File: config.mk
export PLATFORM = sky130hd
export DESIGN_NAME = pwr_wake_ctrl
export DESIGN_NICKNAME = d
export VERILOG_FILES = /design/src/rtl/pwr_pkg.sv /design/src/rtl/pwr_wake_decode.sv /design/src/rtl/pwr_fsm.sv /design/src/rtl/pwr_out_gate.sv /design/src/rtl/pwr_wake_ctrl.sv
export SDC_FILE = /design/constraint.sdc
export NUM_CORES = 1
export LEC_CHECK = 0
export ABC_AREA = 1
export CAP_MARGIN = 20
export CORE_MARGIN = 3
export CORE_UTILIZATION = 42
export DETAILED_ROUTE_END_ITERATION = 16
export GPL_TIMING_DRIVEN = 0
export PLACE_DENSITY = 0.79
export REMOVE_ABC_BUFFERS = 1
export SLEW_MARGIN = 20
export SYNTH_ARGS = -nofsm -noshare
export SYNTH_HDL_FRONTEND = slang
export SYNTH_HIERARCHICAL = 1
export SYNTH_SLANG_ARGS = --single-unit
export TNS_END_PERCENT = 20
File: constraint.sdc
create_clock -name clk -period 1.9 [get_ports clk]
set_clock_uncertainty 0.15 [all_clocks]
set_input_delay 0.285 -clock clk [delete_from_list [all_inputs] [get_ports clk]]
set_output_delay 0.285 -clock clk [all_outputs]
set_load 0.02 [all_outputs]
File: src/rtl/pwr_pkg.sv
package pwr_pkg;
    typedef enum logic [1:0] {
        ST_RST    = 2'd0,
        ST_RUN    = 2'd1,
        ST_PD     = 2'd2,
        ST_SETTLE = 2'd3
    } pstate_e;
endpackage

File: src/rtl/pwr_wake_decode.sv
module pwr_wake_decode #(
    parameter int ADDR_W      = 3,
    parameter int DATA_W      = 8,
    parameter int DOR_OFS     = 2,
    parameter int DSR_OFS     = 4,
    parameter int FIFO_OFS    = 5,
    parameter int DOR_RST_BIT = 2,
    parameter int DSR_RST_BIT = 7,
    parameter int DSR_PD_BIT  = 6
) (
    input  logic              acc_valid,
    input  logic              acc_write,
    input  logic [ADDR_W-1:0] acc_addr,
    input  logic [DATA_W-1:0] acc_wdata,
    output logic              wake_o,
    output logic              swrst_o,
    output logic              pdreq_o
);
    localparam logic [ADDR_W-1:0] DOR_A  = ADDR_W'(DOR_OFS);
    localparam logic [ADDR_W-1:0] DSR_A  = ADDR_W'(DSR_OFS);
    localparam logic [ADDR_W-1:0] FIFO_A = ADDR_W'(FIFO_OFS);

    logic hit_dor, hit_dsr, hit_fifo, wr_dor, wr_dsr;

    always_comb begin
        hit_dor  = acc_valid && (acc_addr == DOR_A);
        hit_dsr  = acc_valid && (acc_addr == DSR_A);
        hit_fifo = acc_valid && (acc_addr == FIFO_A);
        wr_dor   = hit_dor && acc_write;
        wr_dsr   = hit_dsr && acc_write;
        wake_o   = hit_dsr || hit_fifo;
        swrst_o  = (wr_dsr && acc_wdata[DSR_RST_BIT]) ||
                   (wr_dor && !acc_wdata[DOR_RST_BIT]);
        pdreq_o  = wr_dsr && acc_wdata[DSR_PD_BIT] && !acc_wdata[DSR_RST_BIT];
    end
endmodule

File: src/rtl/pwr_fsm.sv
module pwr_fsm
    import pwr_pkg::*;
#(
    parameter int RST_CYC    = 4,
    parameter int SETTLE_CYC = 8,
    parameter int IDLE_CYC   = 16
) (
    input  logic    clk,
    input  logic    rst_pin,
    input  logic    acc_valid,
    input  logic    cmd_busy,
    input  logic    auto_pd_en,
    input  logic    wake,
    input  logic    swrst,
    input  logic    pdreq,
    output pstate_e state_o
);
    localparam int SEQ_MAX = (RST_CYC > SETTLE_CYC) ? RST_CYC : SETTLE_CYC;
    localparam int CW = (SEQ_MAX > 1) ? $clog2(SEQ_MAX) : 1;
    localparam int IW = $clog2(IDLE_CYC);
    localparam logic [CW-1:0] RST_LOAD    = CW'(RST_CYC - 1);
    localparam logic [CW-1:0] SETTLE_LOAD = CW'(SETTLE_CYC - 1);
    localparam logic [IW-1:0] IDLE_LAST   = IW'(IDLE_CYC - 1);

    typedef struct packed {
        pstate_e       st;
        logic [CW-1:0] cnt;
        logic [IW-1:0] idle;
    } fsm_t;

    fsm_t r_q, r_d;

    always_comb begin
        r_d = r_q;
        unique case (r_q.st)
            ST_RST: begin
                if (r_q.cnt == '0) begin
                    r_d.st   = ST_RUN;
                    r_d.idle = '0;
                end else begin
                    r_d.cnt = r_q.cnt - 1'b1;
                end
            end
            ST_RUN: begin
                if (!auto_pd_en || cmd_busy || acc_valid) begin
                    r_d.idle = '0;
                end else if (r_q.idle == IDLE_LAST) begin
                    r_d.st   = ST_PD;
                    r_d.idle = '0;
                end else begin
                    r_d.idle = r_q.idle + 1'b1;
                end
                if (pdreq) r_d.st = ST_PD;
            end
            ST_PD: begin
                if (wake) begin
                    r_d.st  = ST_SETTLE;
                    r_d.cnt = SETTLE_LOAD;
                end
            end
            ST_SETTLE: begin
                if (pdreq) begin
                    r_d.st = ST_PD;
                end else if (r_q.cnt == '0) begin
                    r_d.st   = ST_RUN;
                    r_d.idle = '0;
                end else begin
                    r_d.cnt = r_q.cnt - 1'b1;
                end
            end
            default: r_d.st = ST_RST;
        endcase
        if (swrst) begin
            r_d.st   = ST_RST;
            r_d.cnt  = RST_LOAD;
            r_d.idle = '0;
        end
    end

    always_ff @(posedge clk or posedge rst_pin) begin
        if (rst_pin) begin
            r_q.st   <= ST_RST;
            r_q.cnt  <= RST_LOAD;
            r_q.idle <= '0;
        end else begin
            r_q <= r_d;
        end
    end

    assign state_o = r_q.st;


    rst_hold_chk: assert property (@(posedge clk) disable iff (rst_pin)
        (r_q.st == ST_RST && r_q.cnt != '0 && !swrst) |=> (r_q.st == ST_RST));


    auto_off_chk: assert property (@(posedge clk) disable iff (rst_pin)
        (r_q.st == ST_RUN && !auto_pd_en && !pdreq && !swrst) |=> (r_q.st == ST_RUN));


    settle_hold_chk: assert property (@(posedge clk) disable iff (rst_pin)
        (r_q.st == ST_SETTLE && r_q.cnt != '0 && !pdreq && !swrst) |=> (r_q.st == ST_SETTLE));
endmodule

File: src/rtl/pwr_out_gate.sv
module pwr_out_gate #(
    parameter int DRV_W = 6
) (
    input  logic             pd,
    input  logic [DRV_W-1:0] drv_in,
    output logic [DRV_W-1:0] drv_out,
    output logic             drv_oe
);
    for (genvar gi = 0; gi < DRV_W; gi++) begin : g_bit
        assign drv_out[gi] = drv_in[gi] && !pd;
    end
    assign drv_oe = !pd;
endmodule

File: src/rtl/pwr_wake_ctrl.sv
module pwr_wake_ctrl
    import pwr_pkg::*;
#(
    parameter int ADDR_W     = 3,
    parameter int DATA_W     = 8,
    parameter int DRV_W      = 6,
    parameter int RST_CYC    = 4,
    parameter int SETTLE_CYC = 8,
    parameter int IDLE_CYC   = 16
) (
    input  logic              clk,
    input  logic              rst_pin,
    input  logic              acc_valid,
    input  logic              acc_write,
    input  logic [ADDR_W-1:0] acc_addr,
    input  logic [DATA_W-1:0] acc_wdata,
    input  logic              cmd_busy,
    input  logic              auto_pd_en,
    input  logic              rqm_core,
    input  logic [DRV_W-1:0]  drv_out_core,
    output logic              rqm_o,
    output logic [DRV_W-1:0]  drv_out_o,
    output logic              drv_oe_o,
    output logic              pd_o,
    output logic              idle_o,
    output logic              core_rst_o
);
    logic    wake, swrst, pdreq;
    pstate_e st;

    pwr_wake_decode #(
        .ADDR_W(ADDR_W),
        .DATA_W(DATA_W)
    ) u_dec (
        .acc_valid (acc_valid),
        .acc_write (acc_write),
        .acc_addr  (acc_addr),
        .acc_wdata (acc_wdata),
        .wake_o    (wake),
        .swrst_o   (swrst),
        .pdreq_o   (pdreq)
    );

    pwr_fsm #(
        .RST_CYC   (RST_CYC),
        .SETTLE_CYC(SETTLE_CYC),
        .IDLE_CYC  (IDLE_CYC)
    ) u_fsm (
        .clk       (clk),
        .rst_pin   (rst_pin),
        .acc_valid (acc_valid),
        .cmd_busy  (cmd_busy),
        .auto_pd_en(auto_pd_en),
        .wake      (wake),
        .swrst     (swrst),
        .pdreq     (pdreq),
        .state_o   (st)
    );

    always_comb begin
        pd_o       = (st == ST_PD);
        core_rst_o = (st == ST_RST);
        rqm_o      = rqm_core && (st == ST_RUN);
        idle_o     = (st == ST_PD) || ((st == ST_RUN) && !cmd_busy);
    end

    pwr_out_gate #(.DRV_W(DRV_W)) u_gate (
        .pd     (pd_o),
        .drv_in (drv_out_core),
        .drv_out(drv_out_o),
        .drv_oe (drv_oe_o)
    );


    swrst_enter_chk: assert property (@(posedge clk) disable iff (rst_pin)
        swrst |=> (core_rst_o && !pd_o));


    pd_enter_chk: assert property (@(posedge clk) disable iff (rst_pin)
        (!pd_o && !core_rst_o && pdreq && !swrst) |=> pd_o);


    pd_stay_chk: assert property (@(posedge clk) disable iff (rst_pin)
        (pd_o && !wake && !swrst) |=> pd_o);


    wake_exit_chk: assert property (@(posedge clk) disable iff (rst_pin)
        (pd_o && wake && !swrst) |=> (!pd_o && !core_rst_o && !rqm_o));


    drv_gate_chk: assert property (@(posedge clk) disable iff (rst_pin)
        pd_o |-> (!drv_oe_o && drv_out_o == '0));


    rqm_block_chk: assert property (@(posedge clk) disable iff (rst_pin)
        (core_rst_o || pd_o) |-> !rqm_o);
endmodule

== Word-level counts from Yosys, hierarchy flattened ==
Index checks and enable logic that the tools add are counted.
Storage, ports and cells
  bits of input ports: 24
  register bits after elaboration: 9
  output and inout port bits: 11
  word-level logic and storage cells: 65
Operators by class
  muxes and demuxes: 15
  equal/unequal tests: 11
  add/sub/neg operators: 2
  reductions and logical operators: 34
Operators with widths (number)
  $logic_and A1 B1 Y1: 17
  $mux W4: 3
  $pmux W4 S3: 1
  $mux W2: 5
  $mux W9: 1
  $pmux W3 S3: 1
  $pmux W2 S4: 1
  $reduce_bool A4 Y1: 2
  $mux W7: 1
  $eq A3 B3 Y1 const B: 2
  $ne A3 B3 Y1 const B: 2
  $reduce_and A3 Y1: 2
  $logic_not A1 Y1: 5
  $logic_or A1 B1 Y1: 5
  $mux W5: 1
  $add A4 B1 Y4 const B: 1
  $eq A2 B2 Y1 const B: 2
  $eq A4 B4 Y1 const B: 1
  $ne A4 B3 Y1 const B: 1
  $ne A4 B4 Y1 const B: 1
  $eq A3 B2 Y1 const B: 1
  $logic_not A3 Y1: 1
  $mux W3: 1
  $sub A3 B1 Y3 const B: 1
  3 further kinds: 3

== Longest topological paths before layout ==
Gate-level depths: netlist of the first run.
  word-level depth: 8
  mapped depth: 11
  depth with buffers taken out: 11

== By module ==
Netlist of the first run, hierarchy kept.
Modules (own cells, without submodules)
  pwr_fsm: area each 676.9 um2, cells an instance 97, instances 1, seq. area each 227.7 um2
  pwr_wake_decode: area each 68.8 um2, cells an instance 15, instances 1, seq. area each 0.0 um2
  pwr_out_gate: area each 48.8 um2, cells an instance 13, instances 1, seq. area each 0.0 um2
  pwr_wake_ctrl: area each 42.5 um2, cells an instance 11, instances 1, seq. area each 0.0 um2

== Worst setup path after synthesis of the first run ==
No wires, ideal clock.
  path kind: register to output
  start point: register u_fsm/state_o[1] (netlist name)
  end point: output drv_out_o[0]
  stages on the path, launching flop included: 5
  path slack: 330 ps
  arrival time: 1135 ps
  buffers on the path: 1
  data required time: 1465 ps
  cells stage by stage: dfrtp_1 buf_4 nand2_1 inv_1 nor2_1
Between the ends
  longest elaborated chain between the ends: 3
RTL lines
  $eq A2 B2 Y1: RTL line pwr_wake_ctrl.sv:61  | pd_o = (st == ST_PD);
  via pd_o: RTL line pwr_wake_ctrl.sv:24  | output logic pd_o,
  $logic_not A1 Y1: RTL line pwr_out_gate.sv:10  | assign drv_out[gi] = drv_in[gi] && !pd;
  $logic_and A1 B1 Y1: RTL line pwr_out_gate.sv:10
  end: declaration: RTL line pwr_wake_ctrl.sv:22  | output logic [DRV_W-1:0] drv_out_o,
The timed path passes the listed nets, and every way through them passes these cells.

== Worst setup path in the final report of the first run ==
  start point: input acc_write
  end point: register u_fsm/state_o[1] (netlist name)
Between the ends
  elaborated cells on any way between the ends: 15
  those cells by class: 3 x eq/ne; 4 x mux; 8 x reduce/logical
RTL lines
  start: declaration: RTL line pwr_wake_ctrl.sv:14  | input logic acc_write,
  $logic_and A1 B1 Y1, on equally long branches: RTL line pwr_wake_decode.sv:30, pwr_wake_decode.sv:29
  $logic_and A1 B1 Y1, on equally long branches: RTL line pwr_wake_decode.sv:32, pwr_wake_decode.sv:33
  $logic_or A1 B1 Y1 (*): RTL line pwr_wake_decode.sv:32  | swrst_o = (wr_dsr && acc_wdata[DSR_RST_BIT]) ||
  via swrst: RTL line pwr_wake_ctrl.sv:28  | logic wake, swrst, pdreq;
  $ne A4 B4 Y1 (no source line), or another cell as far along
  $reduce_and A3 Y1 (no source line)
Mark *: on every way through the listed nets, which the timed path passes. The rest lies on a longest branch.
A chain may end at the register's enable or synchronous reset.

==> results of run 1 <==
repair_timing:
action                     CTS  global route
buffers inserted             0             4
gates cloned                 0             1
setup endpoints to repair   11            18
gates resized for setup     12             8
hold endpoints to repair     0             0
power by group through the flow:
stage	clock [uW]	combinational, uW	sequential [uW]
2_1_floorplan	0	591	329
4_1_cts	151	808	351
3_3_place_gp	0	836	344
5_1_grt	165	944	360
6_report	146	827	349
3_5_place_dp	0	862	349
area by class of cell:
| type | instances | share of cell area (%) |
|---|---|---|
| well taps | 25 | 2.59 |
| repair buffers | 33 | 26.0 |
| repair inverters | 1 | 0.414 |
| flip-flops and latches | 9 | 19.0 |
| clock buffers | 4 | 2.17 |
| multi-input cells | 91 | 39.2 |
| inverters | 33 | 10.6 |
metrics by stage:
step,area (um^2),std cells,hold slack (ns)
2_1_floorplan,815,133,-0.0385
3_3_place_gp,1140,187,0.305
3_5_place_dp,1140,187,0.313
4_1_cts,1150,191,0.131
5_1_grt,1210,196,0.143
6_report,1210,196,0.126
sequential cells by signal, summed over array words and instances (netlist names):
| name | flops |
|---|---|
| u_fsm/r_q | 7 |
| u_fsm/state_o | 2 |
critical path, delay by kind of cell:
family	cells	cell delay (ns)
AND/OR/NAND/NOR	4	0.48
buffers and inverters	4	0.87
AO/OA/AOI/OAI	1	0.18
cell usage in the layout, fill, tap and decap left out, types with 4 or more instances in the layout:
| master | instances |
|---|---|
| sky130_fd_sc_hd__dlygate4sd2_1 | 7 |
| sky130_fd_sc_hd__inv_1 | 29 |
| sky130_fd_sc_hd__dfrtp_1 | 5 |
| sky130_fd_sc_hd__nand3_1 | 21 |
| sky130_fd_sc_hd__buf_4 | 4 |
| sky130_fd_sc_hd__nand2_1 | 33 |
| sky130_fd_sc_hd__clkdlybuf4s50_1 | 18 |
| sky130_fd_sc_hd__nand2_2 | 4 |
| sky130_fd_sc_hd__nor2_1 | 15 |
kinds of logic after synthesis:
group | share of synthesized area (%)
compound gates | 2.54
xor+xnor | 1.05
fa+ha+maj | 4.48
buf+inv | 17.5
flops | 27.2
simple gates | 47.2
metal layers:
metal / vias to the layer above / global-route usage, % / part of all wire [%]
li1: 476 / - / -
met1: 378 / 17.4 / 41
met2: 37 / 30.2 / 49
met3: 2 / 6.82 / 9.3
met4: 0 / 1.35 / 0.77
met5: - / 0 / 0
path summary, 6_finish.rpt:
path	startpoint	end
setup / recovery	acc_write	u_fsm/state_o[1]
hold / removal	rst_pin	u_fsm/r_q[3]
setup reg to reg	u_fsm/r_q[4]	u_fsm/r_q[1]
hold reg to reg	u_fsm/r_q[5]	u_fsm/r_q[5]
max in group asynchronous	rst_pin	u_fsm/r_q[5]
min in group clk	u_fsm/r_q[5]	u_fsm/r_q[5]
==> results.cfg, run 1 <==
[cts]
cts.sink_count = 9
clk_pin_slew_ns = 0.06
clk-insertion-delay-late_ns = 0.26
cts.root.buffer_cell = sky130_fd_sc_hd__clkbuf_4
number_of_buffers_created_by_cts = 3
cts-hold-fix-buffers = 0
cts-htree-levels = 1
cts_tree = yes
cts-root-to-sink-buffers = 2

[final_layout]
post_route_core_utilization_pct = 67.1
regArea_um2 = 230
multi_input_area_um2 = 474
num-nets-final = 199
layout.filler_cells = 163
layout-area-overhead-vs-synth_pct = 44.4
antenna_cells_inserted = 0
layout-drive-gt1-share_pct = 16.4

[sta]
finalWorstSetupSlack_ns = 0.0717
setup_repair_after_global_routing_missed_its_margin = true
max_freq_mhz = 547
period_minus_slack_ns = 1.83
report.final.setup_viol = 0
maxSlewViolCount = 0
layout_worst_path_cycle_share_pct = 96.2
setup-tns-final_ns = 0
timing_hold_violations_final = 0
slew_headroom_pct = 77.0
tightestPinTransition_ns = 0.344

[power]
powerDensity_nw_per_um2 = 1090
post-layout-total-power_uw = 1320
leakage_uw = 0.000713
comb_power_share_pct = 62.5
netSwitchingFraction_pct = 47.8
net-switching-power_uw = 632
clockPowerShare_pct = 11.1
cellInternalPower_uw = 690
peakVddDrop_mv = 0.760
seq_power_share_pct = 26.4

[floorplanning]
row_count = 15
die_footprint_um2 = 2560
die-height_um = 50.6
core_area_um2 = 1800
boundaryPins = 35
start_util_pct = 46.5
die-width_um = 50.6

[drt]
viasPerCell = 4.56
dr.first_iter.drc_count = 15
drt_drc_violations_left = 0
postRouteAntennaNets = 0
post_drt_wl_per_cell_um = 9.94
drt_pre_antenna_iters = 4
route.final.wire_length_um = 1950
detailroute.via_count = 893

[worst_hold_path]
type_of_the_worst_min_delay_path = in -> async

[worst_setup_path]
required_ns = 1.90
cp_cell_sequence = clkdlybuf4s50_1 -> inv_1 -> nor2_1 -> nand3_1 -> nand2_2 -> clkinvlp_2 -> buf_4 -> a31oi_1 -> nand2_1
crit_path_max_fanout = 4
timing.critical_path.slowest_cell_delay_ns = 0.45
criticalPathCategory = in -> reg
reg2reg_depth = 7
timing.critical_path.arrival_ns = 1.83
worst_setup_path_start_kind = input port
slowest_stage = sky130_fd_sc_hd__clkdlybuf4s50_1
kind_of_end_point_of_the_critical_path = flip-flop
timing.reg2reg.setup_slack_ns = 0.36

[global_routing]
antenna_found_initial = 0
grt_start_max_net_pins = 15
gr_ovfl_total = 0
first_global_vias = 806
grt_first_pass_wirelength_um = 3200
grt.total_usage_pct = 16.2

[yosys]
netlist-cell-type-count = 20
asyncSetResetFlopFracSynth_pct = 100
postSynth.topFlopCell = sky130_fd_sc_hd__dfrtp_1
top_post_synthesis_cells_by_area = sky130_fd_sc_hd__dfrtp_1 (21%), sky130_fd_sc_hd__nand2_1 (15%), sky130_fd_sc_hd__inv_1 (14%), sky130_fd_sc_hd__nand3_1 (13%), sky130_fd_sc_hd__nor2_1 (6.7%)
yosys_register_bits = 9
synth_seq_area_share_pct = 27.2
synth_common_cells = sky130_fd_sc_hd__nand2_1 (34), sky130_fd_sc_hd__inv_1 (31), sky130_fd_sc_hd__nand3_1 (21)
synth-edff-count = 0
postSynthCellCount = 136
synth_most_common_cell = sky130_fd_sc_hd__nand2_1
synth.yosys.warnings = 6
syn_area_per_cell_um2 = 6.15
yosysTopAreaCellShare_pct = 20.9
post-synth-top-area-cell = sky130_fd_sc_hd__dfrtp_1
syn_area_um2 = 837

[outcome]
status = finished clean

[place]
preCtsSetupSlack_ns = -0.247
portBuffers = 29
place_congestion = 0.782
detailedPlacementHpwl_um = 1570

[job]
cap_violations = 0
No activity file was read; power rests on OpenSTA's default activity.
==> run 2: changes to the inputs <==
Settings changed: GPL_TIMING_DRIVEN 0 to not set, SLEW_MARGIN 20 to not set.
==> run 2 against run 1 <==
Compared with the run above: clock power decreased by 3%; register-to-register slack improved by 0.04 ns; cell area decreased by 1.0%; largest power group unchanged; critical path depth decreased by 5; flip-flop and latch count unchanged; global-route usage increased by 0.43 points; critical path type is now reg -> out; sequential power decreased by 8.6%.
==> results.cfg, run 2 (same netlist as run 1, synthesis figures left out) <==
[power]
comb_power_share_pct = 64.9
leakage_uw = 0.000711
seq_power_share_pct = 24.3
cellInternalPower_uw = 695
powerDensity_nw_per_um2 = 1100
peakVddDrop_mv = 0.816
net-switching-power_uw = 620
clockPowerShare_pct = 10.8
netSwitchingFraction_pct = 47.2

[place]
place_congestion = 0.801
detailedPlacementHpwl_um = 1600
number_of_placed_instances_taps_included = 193
portBuffers = 29

[floorplanning]
core_area_um2 = 1800
die_footprint_um2 = 2560
start_util_pct = 46.5
die-height_um = 50.6
die-width_um = 50.6
boundaryPins = 35
row_count = 15

[sta]
layout_worst_path_cycle_share_pct = 92.6
setup_repair_after_global_routing_missed_its_margin = false
report.final.setup_viol = 0
slew_headroom_pct = 78.8
tightestPinTransition_ns = 0.318
timing_hold_violations_final = 0
max_freq_mhz = 568
setup-tns-final_ns = 0
maxSlewViolCount = 0
period_minus_slack_ns = 1.76

[global_routing]
grt_start_max_net_pins = 10
antenna_found_initial = 0
first_global_vias = 833
grt_first_pass_wirelength_um = 3330
grt.total_usage_pct = 16.6
gr_ovfl_total = 0

[worst_setup_path]
worst_path_dominant_cell_family = buffers and inverters
launching_point_of_the_worst_reg2reg_path = u_fsm/r_q[4]
reg2reg_depth = 6
critical_path.endpoint = drv_out_o[2]
worst_setup_path_start_kind = flip-flop
timing.reg2reg.setup_slack_ns = 0.40
crit_path_max_fanout = 8
timing.critical_path.slowest_cell_delay_ns = 0.40
r2r-end = u_fsm/r_q[6]
kind_of_end_point_of_the_critical_path = primary output
criticalPathCategory = reg -> out
timing.critical_path.arrival_ns = 1.32
cp_cell_sequence = nand2_1 -> inv_1 -> nor2_1 -> dlygate4sd2_1
slowest_stage = sky130_fd_sc_hd__dfrtp_1
cp.buffers_inverters = 2
setup.worst_path.start = u_fsm/state_o[1]
required_ns = 1.46
worstSetupPathDepth = 4

[drt]
viasPerCell = 4.60
drt_pre_antenna_iters = 4
route.final.wire_length_um = 1920
dr.first_iter.drc_count = 9
postRouteAntennaNets = 0
drt_drc_violations_left = 0
post_drt_wl_per_cell_um = 9.74
detailroute.via_count = 906

[final_layout]
layoutNonFillerInstCount = 197
multi_input_area_um2 = 465
most_common_cell_after_layout_fill_and_taps_aside = sky130_fd_sc_hd__nand2_1
layout-drive-gt1-share_pct = 14.5
regArea_um2 = 228
top_register = u_fsm/r_q
num-nets-final = 200
antenna_cells_inserted = 0
largest_reg_flops = 7
layout.filler_cells = 186
layout_common_cells = sky130_fd_sc_hd__nand2_1 (34), sky130_fd_sc_hd__inv_1 (31), sky130_fd_sc_hd__nand3_1 (21)
post_route_core_utilization_pct = 66.4
layout-area-overhead-vs-synth_pct = 42.9

[cts]
cts-root-to-sink-buffers = 2
clk_pin_slew_ns = 0.06
cts.root.buffer_cell = sky130_fd_sc_hd__clkbuf_4
cts-hold-fix-buffers = 0
cts.sink_count = 9
cts_tree = yes
number_of_buffers_created_by_cts = 3
cts-htree-levels = 1
clk-insertion-delay-late_ns = 0.26

[outcome]
status = finished clean

[worst_hold_path]
type_of_the_worst_min_delay_path = in -> async

[job]
cap_violations = 0
-- run 2: metrics by stage --
step | instance area, um^2 | total power (uW) | worst slack (ns) | hold slack, ns
3_3_place_gp | 1180 | 1210 | -0.0601 | 0.310
4_1_cts | 1190 | 1330 | 0.116 | 0.131
5_1_grt | 1200 | 1450 | 0.00844 | 0.142
6_report | 1200 | 1310 | 0.141 | 0.120
2_1_floorplan | 815 | 920 | 0.407 | -0.0385
3_5_place_dp | 1180 | 1240 | -0.0960 | 0.316
-- run 2: cell type report --
type | instances | share of cell area [%]
inverters | 33 | 10.4
repair buffers | 35 | 26.9
multi-input cells | 91 | 38.9
flip-flops and latches | 9 | 19.0
clock buffers | 4 | 2.20
well taps | 25 | 2.62
-- run 2: per-layer routing --
metal / global-route usage, % / up-vias / part of all wire (%)
met5: 0 / - / 0
met4: 1.35 / 0 / 0
met3: 6.53 / 0 / 7.8
met2: 32.0 / 27 / 49
met1: 17.4 / 402 / 43
li1: - / 477 / -
-- run 2: worst min-delay path by stage --
stage                    to  slack (ns)  depth (start not counted)
2_1_floorplan  u_fsm/r_q[0]       -0.04                          1
3_3_place_gp   u_fsm/r_q[5]        0.31                          2
3_5_place_dp   u_fsm/r_q[5]        0.32                          2
4_1_cts        u_fsm/r_q[3]        0.13                          2
5_1_grt        u_fsm/r_q[1]        0.14                          2
6_report       u_fsm/r_q[3]        0.12                          2
-- run 2: timing repair --
action | CTS | global route
pin swaps | 0 | 0
gates resized for setup | 11 | 1
setup buffers | 0 | 0
endpoints found under the setup margin | 11 | 1
-- run 2: power by group through the flow --
| stage | combinational [uW] | clock (uW) | sequential [uW] |
|---|---|---|---|
| after floorplan | 591 | 0 | 329 |
| after global placement | 890 | 0 | 320 |
| after detailed placement | 916 | 0 | 322 |
| after CTS | 861 | 148 | 319 |
| after global routing | 956 | 164 | 334 |
| final | 853 | 142 | 319 |
